`src/rtl/intflag_pkg.sv`:
```
package intflag_pkg;
  localparam int REG_W = 8;

  localparam int FLG_XFER  = 0;
  localparam int FLG_RTC   = 1;
  localparam int FLG_COLL0 = 2;
  localparam int FLG_COLL1 = 3;
  localparam int FLG_PB    = 4;
  localparam int FLG_WAKE  = 5;
  localparam int FLG_PLLR  = 6;
  localparam int FLG_PLLF  = 7;

  localparam int WDT_BIT = REG_W - 1;

  typedef struct packed {
    logic flagWr;
    logic selFlag;
    logic selExt;
    logic wdtReq;
  } busStrobe_t;
endpackage

```
`src/rtl/intflag_ctrl.sv`:
```
module intflag_ctrl
  import intflag_pkg::*;
#(
  parameter int ADDR_W = 4,
  parameter logic [ADDR_W-1:0] FLAG_ADDR = 'h8,
  parameter logic [ADDR_W-1:0] EXT_ADDR  = 'hC
) (
  input  logic              busWe,
  input  logic [ADDR_W-1:0] busAddr,
  input  logic              wdtBit,
  output busStrobe_t        strb
);
  logic hitFlag;
  logic hitExt;

  always_comb begin
    hitFlag      = (busAddr == FLAG_ADDR);
    hitExt       = (busAddr == EXT_ADDR);
    strb.selFlag = hitFlag;
    strb.selExt  = hitExt;
    strb.flagWr  = busWe && hitFlag;
    strb.wdtReq  = busWe && hitExt && wdtBit;
  end
endmodule

```
`src/rtl/intflag_datapath.sv`:
```
module intflag_datapath
  import intflag_pkg::*;
#(
  parameter int NUM_EXT = 7
) (
  input  logic               clk,
  input  logic               rst,
  input  busStrobe_t         strb,
  input  logic [REG_W-1:0]   busWdata,
  input  logic               xferEvt,
  input  logic               rtcEvt,
  input  logic               pbEvt,
  input  logic               wakeEvt,
  input  logic               pllRiseEvt,
  input  logic               pllFallEvt,
  input  logic               flashWrReq,
  input  logic               flashWrActive,
  input  logic               ceBusy,
  input  logic               cePassStart,
  input  logic [NUM_EXT-1:0] extIrq,
  input  logic [REG_W-1:0]   irqEnable,
  output logic [REG_W-1:0]   flagQ,
  output logic [REG_W-1:0]   busRdata,
  output logic               irqOut,
  output logic               wdtKick
);
  localparam int EXT_PAD = REG_W - NUM_EXT;

  logic [REG_W-1:0] setVec;
  logic [REG_W-1:0] keepMask;
  logic [REG_W-1:0] extView;

  always_comb begin
    setVec            = '0;
    setVec[FLG_XFER]  = xferEvt;
    setVec[FLG_RTC]   = rtcEvt;
    setVec[FLG_COLL0] = flashWrReq && ceBusy;
    setVec[FLG_COLL1] = cePassStart && flashWrActive;
    setVec[FLG_PB]    = pbEvt;
    setVec[FLG_WAKE]  = wakeEvt;
    setVec[FLG_PLLR]  = pllRiseEvt;
    setVec[FLG_PLLF]  = pllFallEvt;
    keepMask          = strb.flagWr ? busWdata : {REG_W{1'b1}};
  end

  // One cell per flag; a set outranks a clear in the same cycle.
  for (genvar i = 0; i < REG_W; i++) begin : g_flag
    always_ff @(posedge clk) begin
      if (rst) flagQ[i] <= 1'b0;
      else     flagQ[i] <= setVec[i] | (flagQ[i] & keepMask[i]);
    end
  end

  always_ff @(posedge clk) begin
    if (rst) begin
      irqOut  <= 1'b0;
      wdtKick <= 1'b0;
    end else begin
      irqOut  <= |(flagQ & irqEnable);
      wdtKick <= strb.wdtReq;
    end
  end

  assign extView = {{EXT_PAD{1'b0}}, extIrq};

  always_comb begin
    if (strb.selFlag)     busRdata = flagQ;
    else if (strb.selExt) busRdata = extView;
    else                  busRdata = '0;
  end
endmodule

```
`src/rtl/intflag_bank.sv`:
```
module intflag_bank
  import intflag_pkg::*;
#(
  parameter int ADDR_W  = 4,
  parameter int NUM_EXT = 7,
  parameter logic [ADDR_W-1:0] FLAG_ADDR = 'h8,
  parameter logic [ADDR_W-1:0] EXT_ADDR  = 'hC
) (
  input  logic               clk,
  input  logic               rst,
  input  logic               busWe,
  input  logic [ADDR_W-1:0]  busAddr,
  input  logic [7:0]         busWdata,
  output logic [7:0]         busRdata,
  input  logic               xferEvt,
  input  logic               rtcEvt,
  input  logic               pbEvt,
  input  logic               wakeEvt,
  input  logic               pllRiseEvt,
  input  logic               pllFallEvt,
  input  logic               flashWrReq,
  input  logic               flashWrActive,
  input  logic               ceBusy,
  input  logic               cePassStart,
  input  logic [NUM_EXT-1:0] extIrq,
  input  logic [7:0]         irqEnable,
  output logic               irqOut,
  output logic               wdtKick
);
  busStrobe_t       strb;
  logic [REG_W-1:0] flagQ;

  intflag_ctrl #(
    .ADDR_W(ADDR_W), .FLAG_ADDR(FLAG_ADDR), .EXT_ADDR(EXT_ADDR)
  ) u_ctrl (
    .busWe(busWe), .busAddr(busAddr), .wdtBit(busWdata[WDT_BIT]), .strb(strb)
  );

  intflag_datapath #(.NUM_EXT(NUM_EXT)) u_dp (
    .clk(clk), .rst(rst), .strb(strb), .busWdata(busWdata),
    .xferEvt(xferEvt), .rtcEvt(rtcEvt), .pbEvt(pbEvt), .wakeEvt(wakeEvt),
    .pllRiseEvt(pllRiseEvt), .pllFallEvt(pllFallEvt),
    .flashWrReq(flashWrReq), .flashWrActive(flashWrActive),
    .ceBusy(ceBusy), .cePassStart(cePassStart),
    .extIrq(extIrq), .irqEnable(irqEnable),
    .flagQ(flagQ), .busRdata(busRdata), .irqOut(irqOut), .wdtKick(wdtKick)
  );
endmodule

```
`config.mk`:
```
export PLATFORM = sky130hd
export DESIGN_NAME = intflag_bank
export DESIGN_NICKNAME = d
export VERILOG_FILES = /design/src/rtl/intflag_pkg.sv /design/src/rtl/intflag_ctrl.sv /design/src/rtl/intflag_datapath.sv /design/src/rtl/intflag_bank.sv
export SDC_FILE = /design/constraint.sdc
export NUM_CORES = 1
export LEC_CHECK = 0
export CAP_MARGIN = 0
export CORE_MARGIN = 5
export CORE_UTILIZATION = 31
export CTS_BUF_LIST = sky130_fd_sc_hd__clkbuf_4 sky130_fd_sc_hd__clkbuf_8
export CTS_CLUSTER_SIZE = 8
export DETAILED_ROUTE_END_ITERATION = 8
export PLACE_DENSITY = 0.89
export SYNTH_ARGS = -nofsm -noshare
export SYNTH_HDL_FRONTEND = slang
export SYNTH_SLANG_ARGS = --single-unit
export TNS_END_PERCENT = 5
```
`constraint.sdc`:
```
create_clock -name clk -period 1.05 [get_ports clk]
set_input_delay 0.105 -clock clk [delete_from_list [all_inputs] [get_ports clk]]
set_output_delay 0.105 -clock clk [all_outputs]
set_load 0.01 [all_outputs]
```
==> impl_metrics.ini, run 1 <==
[synth]
synth.cell_area_sq_um = 551
ys_warn_count = 0
synth.distinct_cells = 15
synthCells = 63
syn_avg_cell_area_sq_um = 8.74
synth_mux_area_share_pct = 12.7
synthXorXnorAreaFrac_pct = 0
syn_nets = 103
synth-simple-area-share_pct = 22.5
synthAdderAreaFrac_pct = 0
synth_compound_area_share_pct = 23.4
synth_top_family_by_area = compound AO/OA/AOI/OAI gates
ys_ff_latch = 10
yosysSeqAreaShare_pct = 36.4

[pwr]
p_clk_share_pct = 30.9
ir_worst_vdd_uv = 951
p_leak_nw = 0.510
combPwrFrac_pct = 32.1
seq_power_share_pct = 37.0
intPower_uw = 860
netSwitchingPower_uw = 288
p_sw_share_pct = 25.1
p_per_area_nw_per_um2 = 926

[placed_design]
post-place-ws_ps = -882
portBuffers = 49
gp_congestion = 0.776
post-dp-hpwl_um = 1780
placed_area_sq_um = 1160

[clocking]
clk_pin_slew_worst_paths_ps = 70
cts_buffers = 3
post_cts_buffers = 0
clkLatencyLatePin_ps = 270
cts-root-buf = clkbuf_4
tritoncts = built
htree_num_levels = 1
cts_sinks = 10
clk_path_buf_depth = 2

[drt]
dr_total_vias = 746
drcViolationCount = 0
finalWirelength_um = 2180
detail_route.wl_per_cell_um = 14.4
drt_pass1_iterations = 4
antenna_left = 0
drtIter0Drc = 15
via_per_inst = 4.91

[sta]
fin_crit_ps = 1100
setup_viol = 8
fin_skew_ps = 2.16
finalCritPeriodShare_pct = 104
fin_ws_ps = -46.8
slew_violations = 0
tightest_slew_ps = 358
hold_violations = 0
fmax_ghz = 0.912
relSlewSlack_pct = 76.0
rsz0062_at_grt = true

[global_route]
grt_busiest_layer = met2
use_met1_pct = 16.3
grt-ovfl-total = 0
antenna_found_initial = 0
grtUsageMet2_pct = 29.7
grt_max_degree = 11
first_global_vias = 732
grtUsageTotal_pct = 16.1
grt_pass1_wl_um = 3210
met3_usage_pct = 7.16

[critical_path]
required_ps = 940
rrSetupSlack_ps = 130
cp.arrival_ps = 990
start_kind = primary input
worst-path-stages = 5
ff2ff_path_depth = 3
rr_startpoint = u_dp.flagQ[0]
cp_top_family = simple AND/OR/NAND/NOR gates
cp_slowest_cell = or3b_4
cp_cell_sequence = buf_6 -> or3b_4 -> buf_6 -> nor2_2 -> buf_2
endpoint_kind = output port
worstPathMaxFanout = 4
crit_buf_inv = 3
crit_type = in2out
cp_common_cell = buf_6
worstReg2RegEnd = u_dp.irqOut
cp_slowest_stage_delay_ps = 420

[finish]
ff_latch_area_sq_um = 206
area_growth_pct = 125
drive_above_1_share_pct = 38.6
fillers = 129
final_area_sq_um = 1240
diodes = 0
multi_input_area_sq_um = 385
num-nets-final = 168

[floorplanning]
start_util_pct = 32.2
dieArea_sq_um = 2720
coreArea_sq_um = 1710
die_h_um = 52.1
die_w_um = 52.1
pin_count = 50
rows = 15

[job]
cap_violations = 0

[worst_hold_path]
min_path_cells = 4
hp-start = busAddr[1]
hp-class = in2reg
whs_endpoint = u_dp.wdtKick

[outcome]
violations = setup timing
status = finished with violations
## how the worst max path moves through the flow
stage	slack, ps	from	endpoint
final	-50	busAddr[0]	busRdata[2]
after detailed placement	-880	busAddr[3]	busRdata[1]
after global routing	-60	busAddr[0]	busRdata[2]
after floorplan	90	busAddr[1]	busRdata[7]
after CTS	-60	u_dp.flagQ[1]	busRdata[1]
after global placement	-850	busAddr[3]	busRdata[1]
## cell usage in the layout, fill, tap and decap left out
| cell | n |
|---|---|
| mux2i_2 | 2 |
| dlygate4sd2_1 | 3 |
| buf_4 | 12 |
| nor2_2 | 4 |
| a41oi_1 | 1 |
| nor2b_2 | 1 |
| nor3b_2 | 2 |
| mux2i_1 | 3 |
| a22oi_1 | 4 |
| buf_6 | 7 |
| nand4b_1 | 1 |
| nor2_4 | 2 |
| buf_2 | 7 |
| a311oi_1 | 8 |
| mux2i_4 | 2 |
| clkbuf_8 | 1 |
| a21oi_1 | 4 |
| or3b_4 | 1 |
| nor2_1 | 14 |
| clkdlybuf4s50_1 | 35 |
| dfxtp_2 | 5 |
| clkbuf_4 | 3 |
| dfxtp_1 | 5 |
## timing repair
| item | in CTS | in global routing |
|---|---|---|
| endpoints found under the hold margin | 0 | 0 |
| hold buffers | 0 | 0 |
| resized for setup | 66 | 8 |
| setup endpoints to repair | 18 | 8 |
| pin swaps | 9 | 1 |
## area by class of cell
| cell class | count | area share [%] |
|---|---|---|
| Sequential cell | 10 | 16.6 |
| Tap cell | 25 | 2.52 |
| Clock buffer | 4 | 2.93 |
| Multi-Input combinational cell | 49 | 31.1 |
| Timing Repair Buffer | 64 | 46.8 |
## registers in the layout, summed over array words and instances, names as in the netlist
signal and cells:
u_dp.flagQ 8, u_dp.wdtKick 1, u_dp.irqOut 1
## cell usage after synthesis
| master | number | share of area (%) |
|---|---|---|
| nor2b_1 | 1 | 1.1 |
| buf_2 | 1 | 0.91 |
| nand4b_1 | 1 | 1.6 |
| dfxtp_1 | 10 | 36 |
| buf_6 | 1 | 2.0 |
| a41oi_1 | 1 | 1.6 |
| a21oi_1 | 4 | 3.6 |
| mux2i_1 | 7 | 13 |
| or3b_1 | 1 | 1.6 |
| buf_4 | 1 | 1.4 |
| a311oi_1 | 8 | 13 |
| nor3b_2 | 2 | 4.5 |
| clkbuf_1 | 1 | 0.68 |
| nor2_1 | 20 | 14 |
| a22oi_1 | 4 | 5.5 |
## stage by stage
| stage | cells | power, mW | utilization [%] | hold WS [ps] | TNS, ps |
|---|---|---|---|---|---|
| floorplan | 63 | 0.529 | - | 249 | 0 |
| global placement | 148 | 0.759 | 67.8 | 501 | -10360 |
| detailed placement | 148 | 0.769 | 67.8 | 541 | -10720 |
| CTS | 152 | 1.14 | 71.1 | 242 | -222 |
| global route | 152 | 1.20 | 72.6 | 262 | -376 |
| finish | 152 | 1.15 | 72.6 | 252 | -162 |
## power by group through the flow
stage / registers [mW] / clock network [mW] / logic, mW
6_report: 0.425 / 0.355 / 0.368
5_1_grt: 0.428 / 0.383 / 0.392
4_1_cts: 0.422 / 0.361 / 0.360
3_5_place_dp: 0.427 / 0 / 0.342
3_3_place_gp: 0.426 / 0 / 0.333
2_1_floorplan: 0.430 / 0 / 0.0993
## layer usage
layer / vias to the layer above / wire length (um) / part of all wire [%]
met4: 0 / 14 / 0.64
li1: 368 / - / -
met1: 339 / 709 / 32
met2: 37 / 1240 / 57
met3: 2 / 223 / 10
met5: - / 0 / 0
## kinds of logic (layout without fill, tap and decap cells)
logic type | count (synthesis) | in the layout
AOI/OAI and AO/OA | 17 | 17
buffers and inverters | 4 | 68
DFF | 10 | 10
muxes | 7 | 7
and+or+nand+nor | 25 | 25
## worst min-delay path, delay by kind of cell
family / cells / cell delay [ps]
buffers and inverters: 2 / 200
AND/OR/NAND/NOR: 2 / 180
No activity file was read; power rests on OpenSTA's default activity.
==> inputs of run 2 (changes only) <==
==> constraint.sdc (replaced) <==
create_clock -name clk -period 1.25 [get_ports clk]
set_input_delay 0.125 -clock clk [delete_from_list [all_inputs] [get_ports clk]]
set_output_delay 0.125 -clock clk [all_outputs]
set_load 0.01 [all_outputs]
==> run 2 against run 1 <==
Effect of this change: the flow now finishes without violations; first-iteration DRC count shrank 20%; clock power shrank 37%; die area unchanged; sequential power fell by 16%; worst setup slack gained 74 ps; clock skew up 5.0 ps; sequential share of layout area increased by 1.3 points; critical path type unchanged; critical endpoint is now busRdata[4]; largest cell class unchanged.
==> impl_metrics.ini, run 2 (synthesized netlist as in run 1, its figures left out) <==
[outcome]
status = finished clean

[finish]
largest_register_ffs = 8
drive_above_1_share_pct = 21.8
final_area_sq_um = 1120
top_register = u_dp.flagQ
layout_common_cells = clkdlybuf4s50_1, nor2_1, dfxtp_1
multi_input_area_sq_um = 337
ff_latch_area_sq_um = 200
diodes = 0
num-nets-final = 161
area_growth_pct = 103
fillers = 146
mostFrequentLayoutCell = clkdlybuf4s50_1
top_regs = u_dp.flagQ x8, u_dp.irqOut x1, u_dp.wdtKick x1

[drt]
drt_pass1_iterations = 4
detail_route.wl_per_cell_um = 14.4
drcViolationCount = 0
drtIter0Drc = 12
dr_total_vias = 731
antenna_left = 0
via_per_inst = 5.08
finalWirelength_um = 2070

[clocking]
htree_num_levels = 1
tritoncts = built
cts_buffers = 3
clkLatencyLatePin_ps = 260
cts-root-buf = clkbuf_4
clk_path_buf_depth = 2
clk_pin_slew_worst_paths_ps = 60
cts_sinks = 10
cts_hold_buffers = 0

[critical_path]
worstPathMaxFanout = 4
rr_startpoint = u_dp.flagQ[0]
cp.arrival_ps = 1100
crit_buf_inv = 3
rrSetupSlack_ps = 460
ff2ff_path_depth = 2
start_kind = primary input
cp_slowest_cell = or3b_4
cp_slowest_stage_delay_ps = 430
cp_cell_sequence = clkdlybuf4s15_1 -> or3b_4 -> buf_6 -> nor2_1 -> buf_2
endpoint_kind = output port
required_ps = 1120
worstReg2RegEnd = u_dp.irqOut
cp_top_family = simple AND/OR/NAND/NOR gates
crit_type = in2out

[worst_hold_path]
whs_endpoint = u_dp.wdtKick
hp-start = busAddr[2]
min_path_cells = 4
hp-class = in2reg

[placed_design]
post-dp-hpwl_um = 1600
gp_congestion = 0.695
post-place-ws_ps = -712
portBuffers = 49
placed_area_sq_um = 1100

[pwr]
netSwitchingPower_uw = 216
p_per_area_nw_per_um2 = 751
p_clk_share_pct = 26.6
ir_worst_vdd_uv = 456
combPwrFrac_pct = 30.9
p_sw_share_pct = 25.7
intPower_uw = 623
seq_power_share_pct = 42.5
p_leak_nw = 0.487

[sta]
finalCritPeriodShare_pct = 97.9
fin_ws_ps = 26.8
rsz0062_at_grt = true
hold_violations = 0
tightest_slew_ps = 614
setup_viol = 0
fin_skew_ps = 7.15
fmax_ghz = 0.818
relSlewSlack_pct = 59.0
fin_tns_setup_ps = 0
fin_crit_ps = 1220
slew_violations = 0

[floorplanning]
die_w_um = 52.1
coreArea_sq_um = 1710
rows = 15
dieArea_sq_um = 2720
pin_count = 50
start_util_pct = 32.2
die_h_um = 52.1

[global_route]
grt-ovfl-total = 0
first_global_vias = 723
grt_max_degree = 11
antenna_found_initial = 0
grt_pass1_wl_um = 3120
grtUsageTotal_pct = 15.4

[job]
cap_violations = 0
[run 2: changes by cell type in the layout (fill, tap and decap cells not counted), sizes merged]
cell	delta
buf	-10
clkbuf	-1
clkdlybuf4s15	+3
dlygate4sd2	-2
dlymetal6s2s	+2
[run 2: area by class of cell]
type	instances	share of cell area, %
sequential	10	17.9
clock buffer	3	2.02
multi-input combinational	49	30.2
timing repair buffer	57	47.1
tap	25	2.80
[run 2: worst reg2reg max path: stages, from the launching register on]
cell	delay, ps
dfxtp_1	320
a22oi_1	210
a41oi_1	130
[run 2: worst max path at each step]
stage | start | endpoint | cells after the start
finish | busAddr[0] | busRdata[4] | 5
global route | busAddr[0] | busRdata[3] | 5
CTS | u_dp.irqOut | irqOut | 1
detailed placement | busAddr[3] | busRdata[2] | 5
global placement | busAddr[3] | busRdata[4] | 5
floorplan | busAddr[1] | busRdata[7] | 3
[run 2: power by group through the flow]
stage	clock network, mW	registers, mW	logic, mW
detailed placement	0	0.363	0.256
global placement	0	0.362	0.251
finish	0.223	0.357	0.259
global route	0.246	0.359	0.277
floorplan	0	0.361	0.0834
CTS	0.226	0.357	0.259
[run 2: metrics by stage]
step                cells  power (mW)  utilization [%]  hold slack (ps)
floorplan              63       0.444                -              269
global placement      140       0.613             64.2              500
detailed placement    140       0.620             64.2              509
CTS                   144       0.841             64.8              445
global route          144       0.882             65.3              460
finish                144       0.838             65.3              449
[run 2: layer usage]
metal | track usage (%) | vias up | routed length [um]
met2 | 27.4 | 36 | 1110
met5 | 0 | - | 0
met1 | 17.5 | 337 | 746
met4 | 2.98 | 0 | 10
met3 | 5.73 | 3 | 203
li1 | - | 355 | -
[run 2: what timing repair did]
| action | in CTS | in global routing |
|---|---|---|
| gates resized for setup | 45 | 4 |
| buffers inserted | 1 | 0 |
| setup endpoints to repair | 16 | 8 |
| cloned | 0 | 0 |
| pin swaps | 9 | 0 |
